===== config.mk =====
export PLATFORM = sky130hd
export DESIGN_NAME = wp_guard
export DESIGN_NICKNAME = d
export VERILOG_FILES = /design/src/rtl/wp_guard_pkg.sv /design/src/rtl/wp_addr_match.sv /design/src/rtl/wp_mode_reg.sv /design/src/rtl/wp_status_reg.sv /design/src/rtl/wp_guard.sv
export SDC_FILE = /design/constraint.sdc
export NUM_CORES = 1
export LEC_CHECK = 0
export ABC_AREA = 1
export CAP_MARGIN = 20
export CORE_MARGIN = 5
export CORE_UTILIZATION = 30
export CTS_CLUSTER_SIZE = 30
export DETAILED_ROUTE_END_ITERATION = 16
export PLACE_DENSITY = 0.81
export SLEW_MARGIN = 15
export SYNTH_ARGS = -nofsm -noshare
export SYNTH_HDL_FRONTEND = slang
export SYNTH_HIERARCHICAL = 1
export SYNTH_SLANG_ARGS = --single-unit

===== constraint.sdc =====
create_clock -name clk -period 1.1 [get_ports clk]
set_input_delay 0.165 -clock clk [delete_from_list [all_inputs] [get_ports clk]]
set_output_delay 0.165 -clock clk [all_outputs]
set_load 0.005 [all_outputs]

===== src/rtl/wp_guard_pkg.sv =====
package wp_guard_pkg;
   // Classification of the write presented in the current cycle
   typedef enum logic [1:0] {
      WP_IDLE  = 2'd0,
      WP_PASS  = 2'd1,
      WP_BLOCK = 2'd2,
      WP_MODE  = 2'd3
   } wp_act_e;
endpackage


===== src/rtl/wp_addr_match.sv =====
module wp_addr_match #(
   parameter int unsigned ADDR_W = 8,
   parameter int unsigned NPROT  = 8,
   parameter logic [NPROT*ADDR_W-1:0] PROT_LIST = '0
) (
   input  logic [ADDR_W-1:0] addr,
   output logic              hit
);
   logic [NPROT-1:0] hit_vec;

   generate
      for (genvar i = 0; i < NPROT; i++) begin : g_cmp
         assign hit_vec[i] = (addr == PROT_LIST[i*ADDR_W +: ADDR_W]);
      end
   endgenerate

   assign hit = |hit_vec;
endmodule


===== src/rtl/wp_mode_reg.sv =====
module wp_mode_reg #(
   parameter int unsigned KEY_W = 24,
   parameter logic [KEY_W-1:0] KEY = '0
) (
   input  logic             clk,
   input  logic             rst_n,
   input  logic             mode_wr,
   input  logic [KEY_W-1:0] key_in,
   input  logic             en_in,
   output logic             prot_en,
   output logic             key_ok,
   output logic             keyed_wr
);
   assign key_ok   = (key_in == KEY);
   assign keyed_wr = mode_wr & key_ok;

   always_ff @(posedge clk or negedge rst_n) begin
      if (!rst_n)        prot_en <= 1'b0;
      else if (keyed_wr) prot_en <= en_in;
   end

   AST_EN_HOLD: assert property (@(posedge clk) disable iff (!rst_n)
      !keyed_wr |=> $stable(prot_en));
   AST_EN_LOAD: assert property (@(posedge clk) disable iff (!rst_n)
      keyed_wr |=> (prot_en == $past(en_in)));
endmodule


===== src/rtl/wp_status_reg.sv =====
module wp_status_reg #(
   parameter int unsigned ADDR_W = 8
) (
   input  logic              clk,
   input  logic              rst_n,
   input  logic              viol_set,
   input  logic [ADDR_W-1:0] viol_addr,
   input  logic              viol_clr,
   output logic              flag,
   output logic [ADDR_W-1:0] src
);
   always_ff @(posedge clk or negedge rst_n) begin
      if (!rst_n) begin
         flag <= 1'b0;
         src  <= '0;
      end else if (viol_set) begin
         flag <= 1'b1;
         src  <= viol_addr;
      end else if (viol_clr) begin
         flag <= 1'b0;
      end
   end

   AST_FLAG_STICKY: assert property (@(posedge clk) disable iff (!rst_n)
      (flag && !viol_clr) |=> flag);
   AST_SRC_CAPTURE: assert property (@(posedge clk) disable iff (!rst_n)
      viol_set |=> (flag && src == $past(viol_addr)));
   AST_SET_CLR_EXCL: assert property (@(posedge clk) disable iff (!rst_n)
      !(viol_set && viol_clr));
endmodule


===== src/rtl/wp_guard.sv =====
module wp_guard #(
   parameter int unsigned ADDR_W    = 8,
   parameter int unsigned DATA_W    = 32,
   parameter int unsigned KEY_W     = 24,
   parameter logic [KEY_W-1:0] KEY  = 24'hA5C33C,
   parameter logic [ADDR_W-1:0] MODE_ADDR = 8'h39,
   parameter int unsigned NPROT     = 8,
   parameter logic [NPROT*ADDR_W-1:0] PROT_LIST =
      {8'h39, 8'h0D, 8'h0C, 8'h07, 8'h06, 8'h05, 8'h04, 8'h01}
) (
   input  logic              clk,
   input  logic              rst_n,
   input  logic              wr_en,
   input  logic [ADDR_W-1:0] wr_addr,
   input  logic [DATA_W-1:0] wr_data,
   output logic              regf_we,
   output logic [ADDR_W-1:0] regf_addr,
   output logic [DATA_W-1:0] regf_data,
   output logic              prot_en_o,
   output logic              viol_o,
   output logic [ADDR_W-1:0] viol_src_o
);
   import wp_guard_pkg::*;

   localparam int unsigned KEY_LSB = DATA_W - KEY_W;

   generate
      if (DATA_W < KEY_W + 1) begin : g_bad_width
         $error("wp_guard: DATA_W must hold the key and the enable bit");
      end
      if (NPROT < 1) begin : g_bad_nprot
         $error("wp_guard: NPROT must be at least 1");
      end
   endgenerate

   logic    prot_hit, is_mode, key_ok, keyed_wr, viol_set;
   wp_act_e act;

   wp_addr_match #(.ADDR_W(ADDR_W), .NPROT(NPROT), .PROT_LIST(PROT_LIST)) u_match (
      .addr (wr_addr),
      .hit  (prot_hit)
   );

   assign is_mode = (wr_addr == MODE_ADDR);

   always_comb begin
      if (!wr_en)                      act = WP_IDLE;
      else if (is_mode)                act = WP_MODE;
      else if (prot_en_o && prot_hit)  act = WP_BLOCK;
      else                             act = WP_PASS;
   end

   wp_mode_reg #(.KEY_W(KEY_W), .KEY(KEY)) u_mode (
      .clk      (clk),
      .rst_n    (rst_n),
      .mode_wr  (act == WP_MODE),
      .key_in   (wr_data[DATA_W-1:KEY_LSB]),
      .en_in    (wr_data[0]),
      .prot_en  (prot_en_o),
      .key_ok   (key_ok),
      .keyed_wr (keyed_wr)
   );

   assign viol_set = (act == WP_BLOCK) || ((act == WP_MODE) && prot_en_o && !key_ok);

   wp_status_reg #(.ADDR_W(ADDR_W)) u_stat (
      .clk       (clk),
      .rst_n     (rst_n),
      .viol_set  (viol_set),
      .viol_addr (wr_addr),
      .viol_clr  (keyed_wr),
      .flag      (viol_o),
      .src       (viol_src_o)
   );

   assign regf_we   = (act == WP_PASS);
   assign regf_addr = wr_addr;
   assign regf_data = wr_data;

   AST_UNPROT_PASS: assert property (@(posedge clk) disable iff (!rst_n)
      (wr_en && !prot_hit) |-> regf_we);
   AST_BLOCKED: assert property (@(posedge clk) disable iff (!rst_n)
      (wr_en && prot_en_o && prot_hit) |-> !regf_we);
   AST_MODE_NO_FWD: assert property (@(posedge clk) disable iff (!rst_n)
      (wr_en && is_mode) |-> !regf_we);
   AST_VIOL_RAISE: assert property (@(posedge clk) disable iff (!rst_n)
      (wr_en && prot_en_o && prot_hit && !keyed_wr) |=> viol_o);
endmodule


# Word level (Yosys, flattened, before mapping)
# Cells that the tools add are included.
[totals]
out_inout_bits = 51
input_bits = 43
elab_cells = 28
ff_bits = 10
[classes]
muxes = 5
n_bitwise = 1
eq_ne = 12
n_reduce_logical = 7
[op_table]
columns = ["operator", "count"]
rows = [
  ["$eq 8x3->1 const B", 4],
  ["$eq 24x24->1 const B", 1],
  ["$eq 8x4->1 const B", 2],
  ["$eq 8x1->1 const B", 1],
  ["$eq 8x6->1 const B", 1],
  ["$reduce_or 8->1", 1],
  ["$mux 2", 3],
  ["$eq 2x2->1 const B", 2],
  ["$logic_and 1x1->1", 3],
  ["$eq 2x1->1 const B", 1],
  ["$mux 1", 2],
  ["$reduce_bool 2->1", 1],
  ["$and 1x1->1", 1],
  ["$logic_not 1->1", 1],
  ["$logic_or 1x1->1", 1],
]

# Depth between registers and ports, before layout
# Gate-level depths: netlist (run 1).
[logic_depth]
depth_word = 11
ltp_mapped = 14
mapped_depth_nobuf = 13

# Cells and area by module
# The synthesis (run 1) kept the hierarchy.
[by_module_without_submodules]
columns = ["module", "n_inst", "cells_each", "seq_area_each_um2", "area_per_inst_um2"]
rows = [
  ["wp_guard", 1, 62, 0.0, 392.9],
  ["wp_status_reg", 1, 38, 225.2, 341.6],
  ["wp_mode_reg", 1, 36, 25.0, 170.2],
  ["wp_addr_match", 1, 18, 0.0, 68.8],
]

# Least setup slack after synthesis (run 1)
# Ideal clock, no wire load.
[synth_path]
path_type = "input port to flip-flop"
from = "input port wr_data[27]"
to = "register u_stat.flag"
setup_ns = 0.119
slack_ns = -0.079
t_arrival_ns = 1.060
path_buffers = 1
required_time_ns = 0.981
path_stages = 13
cell_sequence = "inv_1 -> nand2_1 -> nor2_1 -> nand2_1 -> nor2_2 -> nand2_1 -> inv_1 -> nor2_1 -> nand4_1 -> nand2_1 -> buf_6 -> inv_2 -> nand2_1"
[synth_between]
elab_chain_len = 5
word_cells_on_any_way = 7
classes_between = "eq/ne: 1; mux: 1; bitwise: 1; reduce/logical: 4"
[synth_rtl]
columns = ["item", "line_no", "rtl"]
rows = [
  ["start, declared", "wp_guard.sv:15", "input logic [DATA_W-1:0] wr_data,"],
  ["$eq 24x24->1 *", "wp_mode_reg.sv:14", "assign key_ok = (key_in == KEY);"],
  ["via key_ok", "wp_guard.sv:36", "logic prot_hit, is_mode, key_ok, keyed_wr, viol_set;"],
  ["$logic_not 1->1 *", "wp_guard.sv:64", "assign viol_set = (act == WP_BLOCK) || ((act == WP_MODE) && prot_en_o && !key_ok);"],
  ["$logic_and 1x1->1 *", "wp_guard.sv:64", ""],
  ["$logic_or 1x1->1 *", "wp_guard.sv:64", ""],
  ["via viol_set", "wp_guard.sv:36", ""],
  ["$mux 1 or $reduce_bool 2->1 (tied branches)", "-", ""],
  ["end signal, assigned", "wp_status_reg.sv:14", "flag <= 1'b0;"],
  ["end signal, assigned", "wp_status_reg.sv:17", "flag <= 1'b1;"],
  ["end signal, assigned", "wp_status_reg.sv:20", "flag <= 1'b0;"],
  ["end, declared", "wp_status_reg.sv:9", "output logic flag,"],
]
# The timed path passes the listed nets; every way through them passes the cells marked *.
# A chain may end at the register's enable or synchronous reset.

# Worst setup path in the final report (run 1)
[layout_path]
from = "input port wr_addr[7]"
to = "register u_stat.src[5]"
[layout_between]
elab_chain_len = 10
word_cells_on_any_way = 18
classes_between = "eq/ne: 10; mux: 3; reduce/logical: 5"
[layout_rtl]
columns = ["item", "line_no", "rtl"]
rows = [
  ["start, declared", "wp_guard.sv:14", "input logic [ADDR_W-1:0] wr_addr,"],
  ["$eq 8x6->1 (tied with other cells)", "wp_addr_match.sv:13", "assign hit_vec[i] = (addr == PROT_LIST[i*ADDR_W +: ADDR_W]);"],
  ["$reduce_or 8->1 *", "wp_addr_match.sv:17", "assign hit = |hit_vec;"],
  ["via prot_hit", "wp_guard.sv:36", ""],
  ["$logic_and 1x1->1 *", "wp_guard.sv:49", "else if (prot_en_o && prot_hit) act = WP_BLOCK;"],
  ["$mux 2 *", "wp_guard.sv:49", ""],
  ["$mux 2 *", "wp_guard.sv:48", "else if (is_mode) act = WP_MODE;"],
  ["$mux 2 *", "wp_guard.sv:47", "if (!wr_en) act = WP_IDLE;"],
  ["$eq 2x2->1", "wp_guard.sv:64", ""],
  ["$logic_and 1x1->1 (2 in a row)", "wp_guard.sv:64", ""],
  ["$logic_or 1x1->1 *", "wp_guard.sv:64", ""],
  ["via viol_set", "wp_guard.sv:36", ""],
  ["end signal, assigned", "wp_status_reg.sv:18", "src <= viol_addr;"],
  ["end, declared", "wp_status_reg.sv:10", "output logic [ADDR_W-1:0] src"],
]
# Marks and branches as above.

==> results of run 1 <==
-- final cells by class --
| type | count | area (um^2) | area share [%] |
|---|---|---|---|
| Multi-Input combinational cell | 80 | 425 | 23.6 |
| Clock buffer | 3 | 22.5 | 1.25 |
| Timing Repair inverter | 1 | 11.3 | 0.625 |
| Timing Repair Buffer | 113 | 933 | 51.8 |
| Sequential cell | 10 | 250 | 13.9 |
| Inverter | 23 | 104 | 5.76 |
| Tap cell | 44 | 55.1 | 3.06 |
-- cells in the mapped netlist --
master | number | area [um^2]
nand2_2 | 1 | 6.26
nand3_2 | 1 | 10.0
inv_1 | 22 | 82.6
buf_4 | 40 | 300
nor2_1 | 17 | 63.8
dfrtp_1 | 10 | 250
nor2_2 | 3 | 18.8
nand4_1 | 2 | 12.5
buf_6 | 1 | 11.3
nand2_1 | 53 | 199
inv_2 | 1 | 3.75
nand3_1 | 3 | 15.0
-- cells in the final DEF (no fill, tap or decap) --
| cell | synthesis | layout |
|---|---|---|
| buf_2 | 0 | 22 |
| inv_2 | 1 | 7 |
| dlygate4sd2_1 | 0 | 19 |
| inv_8 | 0 | 3 |
| nand4_1 | 2 | 2 |
| nor2_2 | 3 | 4 |
| clkbuf_2 | 0 | 2 |
| nand2_1 | 53 | 34 |
| nand3_1 | 3 | 3 |
| clkdlybuf4s15_2 | 0 | 3 |
| nand2_2 | 1 | 13 |
| inv_4 | 0 | 1 |
| nor2_1 | 17 | 14 |
| clkdlybuf4s15_1 | 0 | 4 |
| dfrtp_1 | 10 | 10 |
| nand3_2 | 1 | 1 |
| inv_1 | 22 | 13 |
| clkbuf_4 | 0 | 3 |
| buf_12 | 0 | 2 |
| buf_6 | 1 | 2 |
| buf_4 | 40 | 32 |
| nor2_4 | 0 | 2 |
| clkdlybuf4s50_1 | 0 | 27 |
| nand2_4 | 0 | 7 |
-- worst reg2reg max path: stages (launching register included) --
cell	delay [ns]
dfrtp_1	0.39
inv_1	0.05
nor2_1	0.09
nand4_1	0.10
nand2_2	0.14
buf_12	0.15
inv_8	0.05
nand2_4	0.05
nand2_2	0.05
-- metrics by stage --
step / hold WS, ns / cell area (um^2) / worst slack (ns)
after detailed placement: 0.330 / 1690 / -0.792
after global placement: 0.330 / 1690 / -0.757
final: 0.208 / 1800 / -0.0982
after floorplan: -0.131 / 991 / -0.0265
after global routing: 0.203 / 1800 / -0.200
after CTS: 0.202 / 1770 / -0.187
-- routing by layer --
metal,track usage [%],up-vias,wire [um]
met2,25.7,37,1810
met4,6.08,0,19
li1,-,566,-
met1,14.8,482,1140
met5,0,-,0
met3,2.70,2,214
-- power groups by stage --
| stage | Clock, mW | Sequential (mW) | Combinational, mW |
|---|---|---|---|
| 2_1_floorplan | 0 | 0.375 | 0.163 |
| 3_3_place_gp | 0 | 0.375 | 0.388 |
| 3_5_place_dp | 0 | 0.375 | 0.392 |
| 4_1_cts | 0.250 | 0.368 | 0.341 |
| 5_1_grt | 0.273 | 0.368 | 0.372 |
| 6_report | 0.237 | 0.368 | 0.340 |
-- how the worst max path moves through the flow --
stage,startpoint,to,slack (ns),depth (start not counted)
detailed placement,wr_addr[3],regf_we,-0.79,10
global placement,wr_addr[2],regf_we,-0.76,10
CTS,u_mode/prot_en,regf_we,-0.19,4
finish,wr_addr[7],u_stat/src[5],-0.1,12
global route,u_mode/prot_en,u_stat/src[5],-0.20,8
floorplan,wr_data[21],u_stat/flag,-0.03,13
-- timing repair --
| action | CTS | global route |
|---|---|---|
| pin swaps | 22 | 21 |
| buffers inserted | 9 | 5 |
| setup endpoints to repair | 54 | 18 |
| gates cloned | 2 | 0 |
| gates resized for setup | 152 | 27 |
-- cell families (layout without fill, tap and decap cells) --
kind of cell / after synthesis / count (layout)
buffers and inverters: 64 / 140
AND/OR/NAND/NOR: 80 / 80
flip-flops: 10 / 10
-- sequential cells by signal, indices dropped and copies added, names as in the netlist --
| name | count |
|---|---|
| u_mode/prot_en | 1 |
| u_stat/flag | 1 |
| u_stat/src | 8 |
==> flow_summary.ini, run 1 <==
[status]
outcome = finished with violations
failing_checks = negative setup slack

[cells_and_area]
area_growth_syn_to_layout_pct = 85.1
layout.cells.non_filler = 274
finalCoreUtilization_pct = 58.5
finish.net_count = 275
insertedDiodeCount = 0
drive_gt1_share_pct = 45.2
final.fill_count = 314

[clocking]
maximum_level_of_the_cts_h_tree = 1
worstSkewPairLatency_ns = 0.26
clock_tree.buffer_depth = 2
clkSinkCount = 10
tritoncts_clock_tree = built
numCtsBuffers = 3
clk_pin_slew_worst_paths_ns = 0.06
ctsRootBufferMaster = clkbuf_4
holdBufCountCts = 0

[power_and_ir_drop]
switching_share_pct = 25.9
ir_worst_vdd_uv = 193
power-per-cell-area_nw_per_um2 = 525
cellInternalPower_mw = 0.701
leakage_nw = 1.02
netSwitchingPower_mw = 0.245
seqPwrFrac_pct = 39.0
finalPower_mw = 0.945
p_clk_share_pct = 25.0
comb_power_share_pct = 36.0

[critical_path]
setup.worst_path.start_class = primary input
cp_num_buf_inv = 3
timing.critical_path.max_delay_family = simple AND/OR/NAND/NOR gates
reg2reg_from = u_mode/prot_en
crit_path_frequent_cell = nor2_1
reg2reg_depth = 8
crit_fanout = 6
cpMaxStageDelayCell = clkdlybuf4s15_2
worstPathRequired_ns = 1.24
cp.arrival_ns = 1.34
worstReg2RegEnd = u_stat/src[5]
regToRegSetupSlack_ns = -0.07
timing.setup.critical_path_class = in -> reg
critPathCaptureType = register
path_cells = clkdlybuf4s15_2 -> nor2_1 -> nand3_1 -> nor2_1 -> nand2_1 -> nor2_1 -> nand2_1 -> nand2_2 -> buf_12 -> inv_8 -> nand2_4 -> nand2_2
slowest_delay_ns = 0.22

[timing]
worst_slew_margin_rel_pct = 90.8
tightestPinTransition_ns = 0.138
clock-skew-final_ns = 0.00578
totalNegativeSetupSlack_ns = -0.786
timing.final.crit_share_pct = 109
finalWorstPathRequiredPeriod_ns = 1.20
timing.final.hold_violations = 0
postLayoutSetupSlackWorst_ns = -0.0982
setup_viol_count_final = 11
slew_viols_final = 0
fmaxAchievable_ghz = 0.835
grt_setup_unrepaired = true

[grt]
grt_usage_pct = 13.8
grt_start_max_net_pins = 11
grt_overflow = 0
grt_pass1_wl_mm = 4.73
number_of_antenna_violations_at_the_first_check_in_global_routing = 0
vias_in_the_first_global_route = 1110

[placed_design]
numPlacedInstances = 256
detailed_place_hpwl_mm = 2.36
gpl.final_weighted_congestion = 0.701
placement.io_buffers = 79

[flow_run]
drv.max_cap_violation_count = 0

[synth]
synth-compound-area-share_pct = 0
yosys_warnings = 6
largest_family_of_logic_cells_by_synthesized_area = buffers and inverters
average_cell_area_after_synthesis_um2 = 6.32
net_count_of_the_mapped_netlist = 197
synth.area.mux_share_pct = 0
synthXorXnorAreaFrac_pct = 0
synth.yosys.seq_area_share_pct = 25.7
synth_cells = 154
synth_cell_types = 12
synth_simple_gate_area_share_pct = 33.4
post_synth_instance_area_um2 = 973
synth-adder-area-share_pct = 0
synth.ff_latch_count = 10

[floorplanning]
initial_core_util_pct = 31.6
row_count = 20
chipHeight_um = 67.0
die_w_um = 67.0
floorplan.core_area_um2 = 3080
floorplan.io_pins = 94
area_of_the_die_um2 = 4480

[route]
post-route-drc-count = 0
firstDrtPassIters = 4
drt-total-wl_mm = 3.18
final_antenna_net_count = 0
viasPerCell = 3.97
detailroute.via_count = 1087
avgRoutedWirePerCell_um = 11.6
initialDrtViolationCount = 23

[min_path]
timing.hold.worst.class = in -> async
Power figures use the tool's default switching activity.
==> run 2, diff against run 1 <==
--- a/config.mk
+++ b/config.mk
@@ -9,11 +9,11 @@
 export CAP_MARGIN = 20
 export CORE_MARGIN = 5
 export CORE_UTILIZATION = 30
+export CTS_BUF_LIST = sky130_fd_sc_hd__clkbuf_16
 export CTS_CLUSTER_SIZE = 30
 export DETAILED_ROUTE_END_ITERATION = 16
 export PLACE_DENSITY = 0.81
 export SLEW_MARGIN = 15
 export SYNTH_ARGS = -nofsm -noshare
 export SYNTH_HDL_FRONTEND = slang
-export SYNTH_HIERARCHICAL = 1
 export SYNTH_SLANG_ARGS = --single-unit
==> flow_summary.ini, run 2 <==
[status]
outcome = finished with violations
failing_checks = negative setup slack

[clocking]
worstSkewPairLatency_ns = 0.23
maximum_level_of_the_cts_h_tree = 1
tritoncts_clock_tree = built
holdBufCountCts = 0
clkSinkCount = 10
numCtsBuffers = 3
ctsRootBufferMaster = clkbuf_16
clock_tree.buffer_depth = 2
clk_pin_slew_worst_paths_ns = 0.04

[timing]
worst_hold_slack_ns = 0.215
postLayoutSetupSlackWorst_ns = -0.0362
clock-skew-final_ns = 0.00113
fmaxAchievable_ghz = 0.880
grt_setup_unrepaired = true
tightestPinTransition_ns = 0.141
timing.final.crit_share_pct = 103
slew_viols_final = 0
finalWorstPathRequiredPeriod_ns = 1.14
timing.final.hold_violations = 0
setup_viol_count_final = 1
worst_slew_margin_rel_pct = 90.5

[critical_path]
crit_end = regf_we
cp_num_buf_inv = 2
cpMaxStageDelayCell = dfrtp_1
reg2reg_from = u_mode.prot_en
reg2reg_depth = 7
setup.worst_path.start_class = register
worst_setup_path_startpoint = u_mode.prot_en
timing.critical_path.max_delay_family = flip-flops
critPathCaptureType = output port
worstPathRequired_ns = 0.94
slowest_delay_ns = 0.39
regToRegSetupSlack_ns = 0.05
crit_fanout = 2
timing.setup.critical_path_class = reg -> out
path_cells = buf_6 -> a21boi_2 -> buf_2
cp.arrival_ns = 0.97
worstReg2RegEnd = u_stat.src[2]
path_depth = 3

[power_and_ir_drop]
ir_worst_vdd_uv = 1050
finalPower_mw = 1.62
leakage_nw = 0.839
power-per-cell-area_nw_per_um2 = 964

[cells_and_area]
area_growth_syn_to_layout_pct = 75.8
mostFrequentLayoutCell = dlygate4sd2_1
finish.net_count = 235
insertedDiodeCount = 0
postLayoutCellArea_um2 = 1680
final.fill_count = 312
drive_gt1_share_pct = 33.5
largest_register = u_stat.src
registers_with_the_most_flip_flops = u_stat.src: 8 flops, u_mode.prot_en: 1 flops, u_stat.flag: 1 flops
largest_register_ff_count = 8
mostFrequentLayoutCells = 29 x dlygate4sd2_1, 27 x clkdlybuf4s50_1, 17 x nand2_1, 15 x buf_4, 12 x nor2_1

[route]
initialDrtViolationCount = 11
detailroute.via_count = 962
avgRoutedWirePerCell_um = 11.7
final_antenna_net_count = 0
drt-total-wl_mm = 2.75
post-route-drc-count = 0
firstDrtPassIters = 4
viasPerCell = 4.09

[grt]
grt_start_max_net_pins = 11
grt_util_met3_pct = 4.38
globalRoute.busiestLayer = met2
vias_in_the_first_global_route = 957
grt.met2_usage_pct = 22.6
grt_usage_pct = 12.4
grt_pass1_wl_mm = 4.34
number_of_antenna_violations_at_the_first_check_in_global_routing = 0
grt_overflow = 0
grt_use_met1_pct = 13.6

[floorplanning]
floorplan.core_area_um2 = 3050
chipHeight_um = 66.5
area_of_the_die_um2 = 4420
die_w_um = 66.5
floorplan.io_pins = 94
initial_core_util_pct = 31.4
row_count = 20

[synth]
synth_top_flop_cell = dfrtp_1
synth_cell_types = 17
synth.ff_latch_count = 10
synth_common_cells = 40 x buf_4, 25 x nand2_1, 17 x nor2_1
post_synth_instance_area_um2 = 957
synth_largest_area_cell = buf_4
synth.yosys.seq_area_share_pct = 26.1
net_count_of_the_mapped_netlist = 174
synth_cells = 131
average_cell_area_after_synthesis_um2 = 7.31
asyncSetResetFlopFracSynth_pct = 100
post_synth_edffs = 0
yosys_warnings = 0
netlist_top_cells_area = buf_4 31%, dfrtp_1 26%, nand2_1 9.8%
yosysMostFrequentCell = buf_4
post-synth-top-area-fraction_pct = 31.4

[flow_run]
drv.max_cap_violation_count = 0

[placed_design]
dpl-instance-area_um2 = 1620
gpl.final_weighted_congestion = 0.738
placement.io_buffers = 79
detailed_place_hpwl_mm = 2.34

[min_path]
timing.hold.worst.class = in -> async
run 2: cell count changes in the layout (fill, tap and decap cells not counted), sizes merged:
cell	change
nand3	+8
inv	-9
dlygate4sd2	+10
a21oi	+1
clkinv	+1
clkdlybuf4s15	+3
buf	-32
nand2	-24
a21boi	+1
nand4	-2
nand3b	+1
o21ai	+2
clkbuf	+1
run 2: worst min path at each step:
stage          startpoint              to  slack (ns)  depth (start not counted)
6_report            rst_n   u_stat.src[1]        0.22                          2
5_1_grt             rst_n   u_stat.src[3]        0.23                          2
4_1_cts             rst_n   u_stat.src[3]        0.22                          2
3_5_place_dp   wr_data[2]    regf_data[2]        0.33                          0
3_3_place_gp   wr_data[2]    regf_data[2]        0.33                          0
2_1_floorplan       rst_n  u_mode.prot_en       -0.13                          0
run 2: through the flow:
| step | TNS [ns] | utilization [%] | std cells | worst slack [ns] |
|---|---|---|---|---|
| 6_report | -0.0362 | 55.1 | 235 | -0.0362 |
| 5_1_grt | -0.0823 | 55.1 | 235 | -0.0773 |
| 4_1_cts | -0.0418 | 55.4 | 237 | -0.0418 |
| 3_5_place_dp | -13.81 | 52.9 | 229 | -0.743 |
| 3_3_place_gp | -13.34 | 52.9 | 229 | -0.729 |
| 2_1_floorplan | 0 | - | 131 | 0.130 |
run 2: final cells by class:
class                      instances  area, um^2  area share, %
timing repair buffer              95         832           49.4
clock buffer                       3        75.1           4.46
multi-input combinational         67         410           24.4
inverter                          15        56.3           3.35
sequential                        10         250           14.9
clock inverter                     1        3.75          0.223
tap                               44        55.1           3.27
run 2: cell families (layout without fill, tap and decap cells):
family / after synthesis / in the layout / share of synthesized area (%)
DFF: 10 / 10 / 26.1
buffers and inverters: 55 / 114 / 37.3
and+or+nand+nor: 62 / 63 / 33.9
AOI/OAI and AO/OA: 4 / 4 / 2.74
run 2: what timing repair did:
action / CTS / global route
endpoints found under the setup margin: 54 / 11
buffers inserted: 3 / 0
gates cloned: 1 / 0
pin swaps: 29 / 25
gates resized for setup: 93 / 33
run 2: layer usage:
layer  part of all wire (%)  vias to the layer above
met1                     36                      421
li1                       -                      486
met2                     50                       50
met4                    1.1                        0
met5                      0                        -
met3                     13                        5
run 2: where the power goes:
group          internal [mW]  switching, mW
combinational          0.309          0.198
sequential             0.439         0.0347
clock                  0.476          0.166
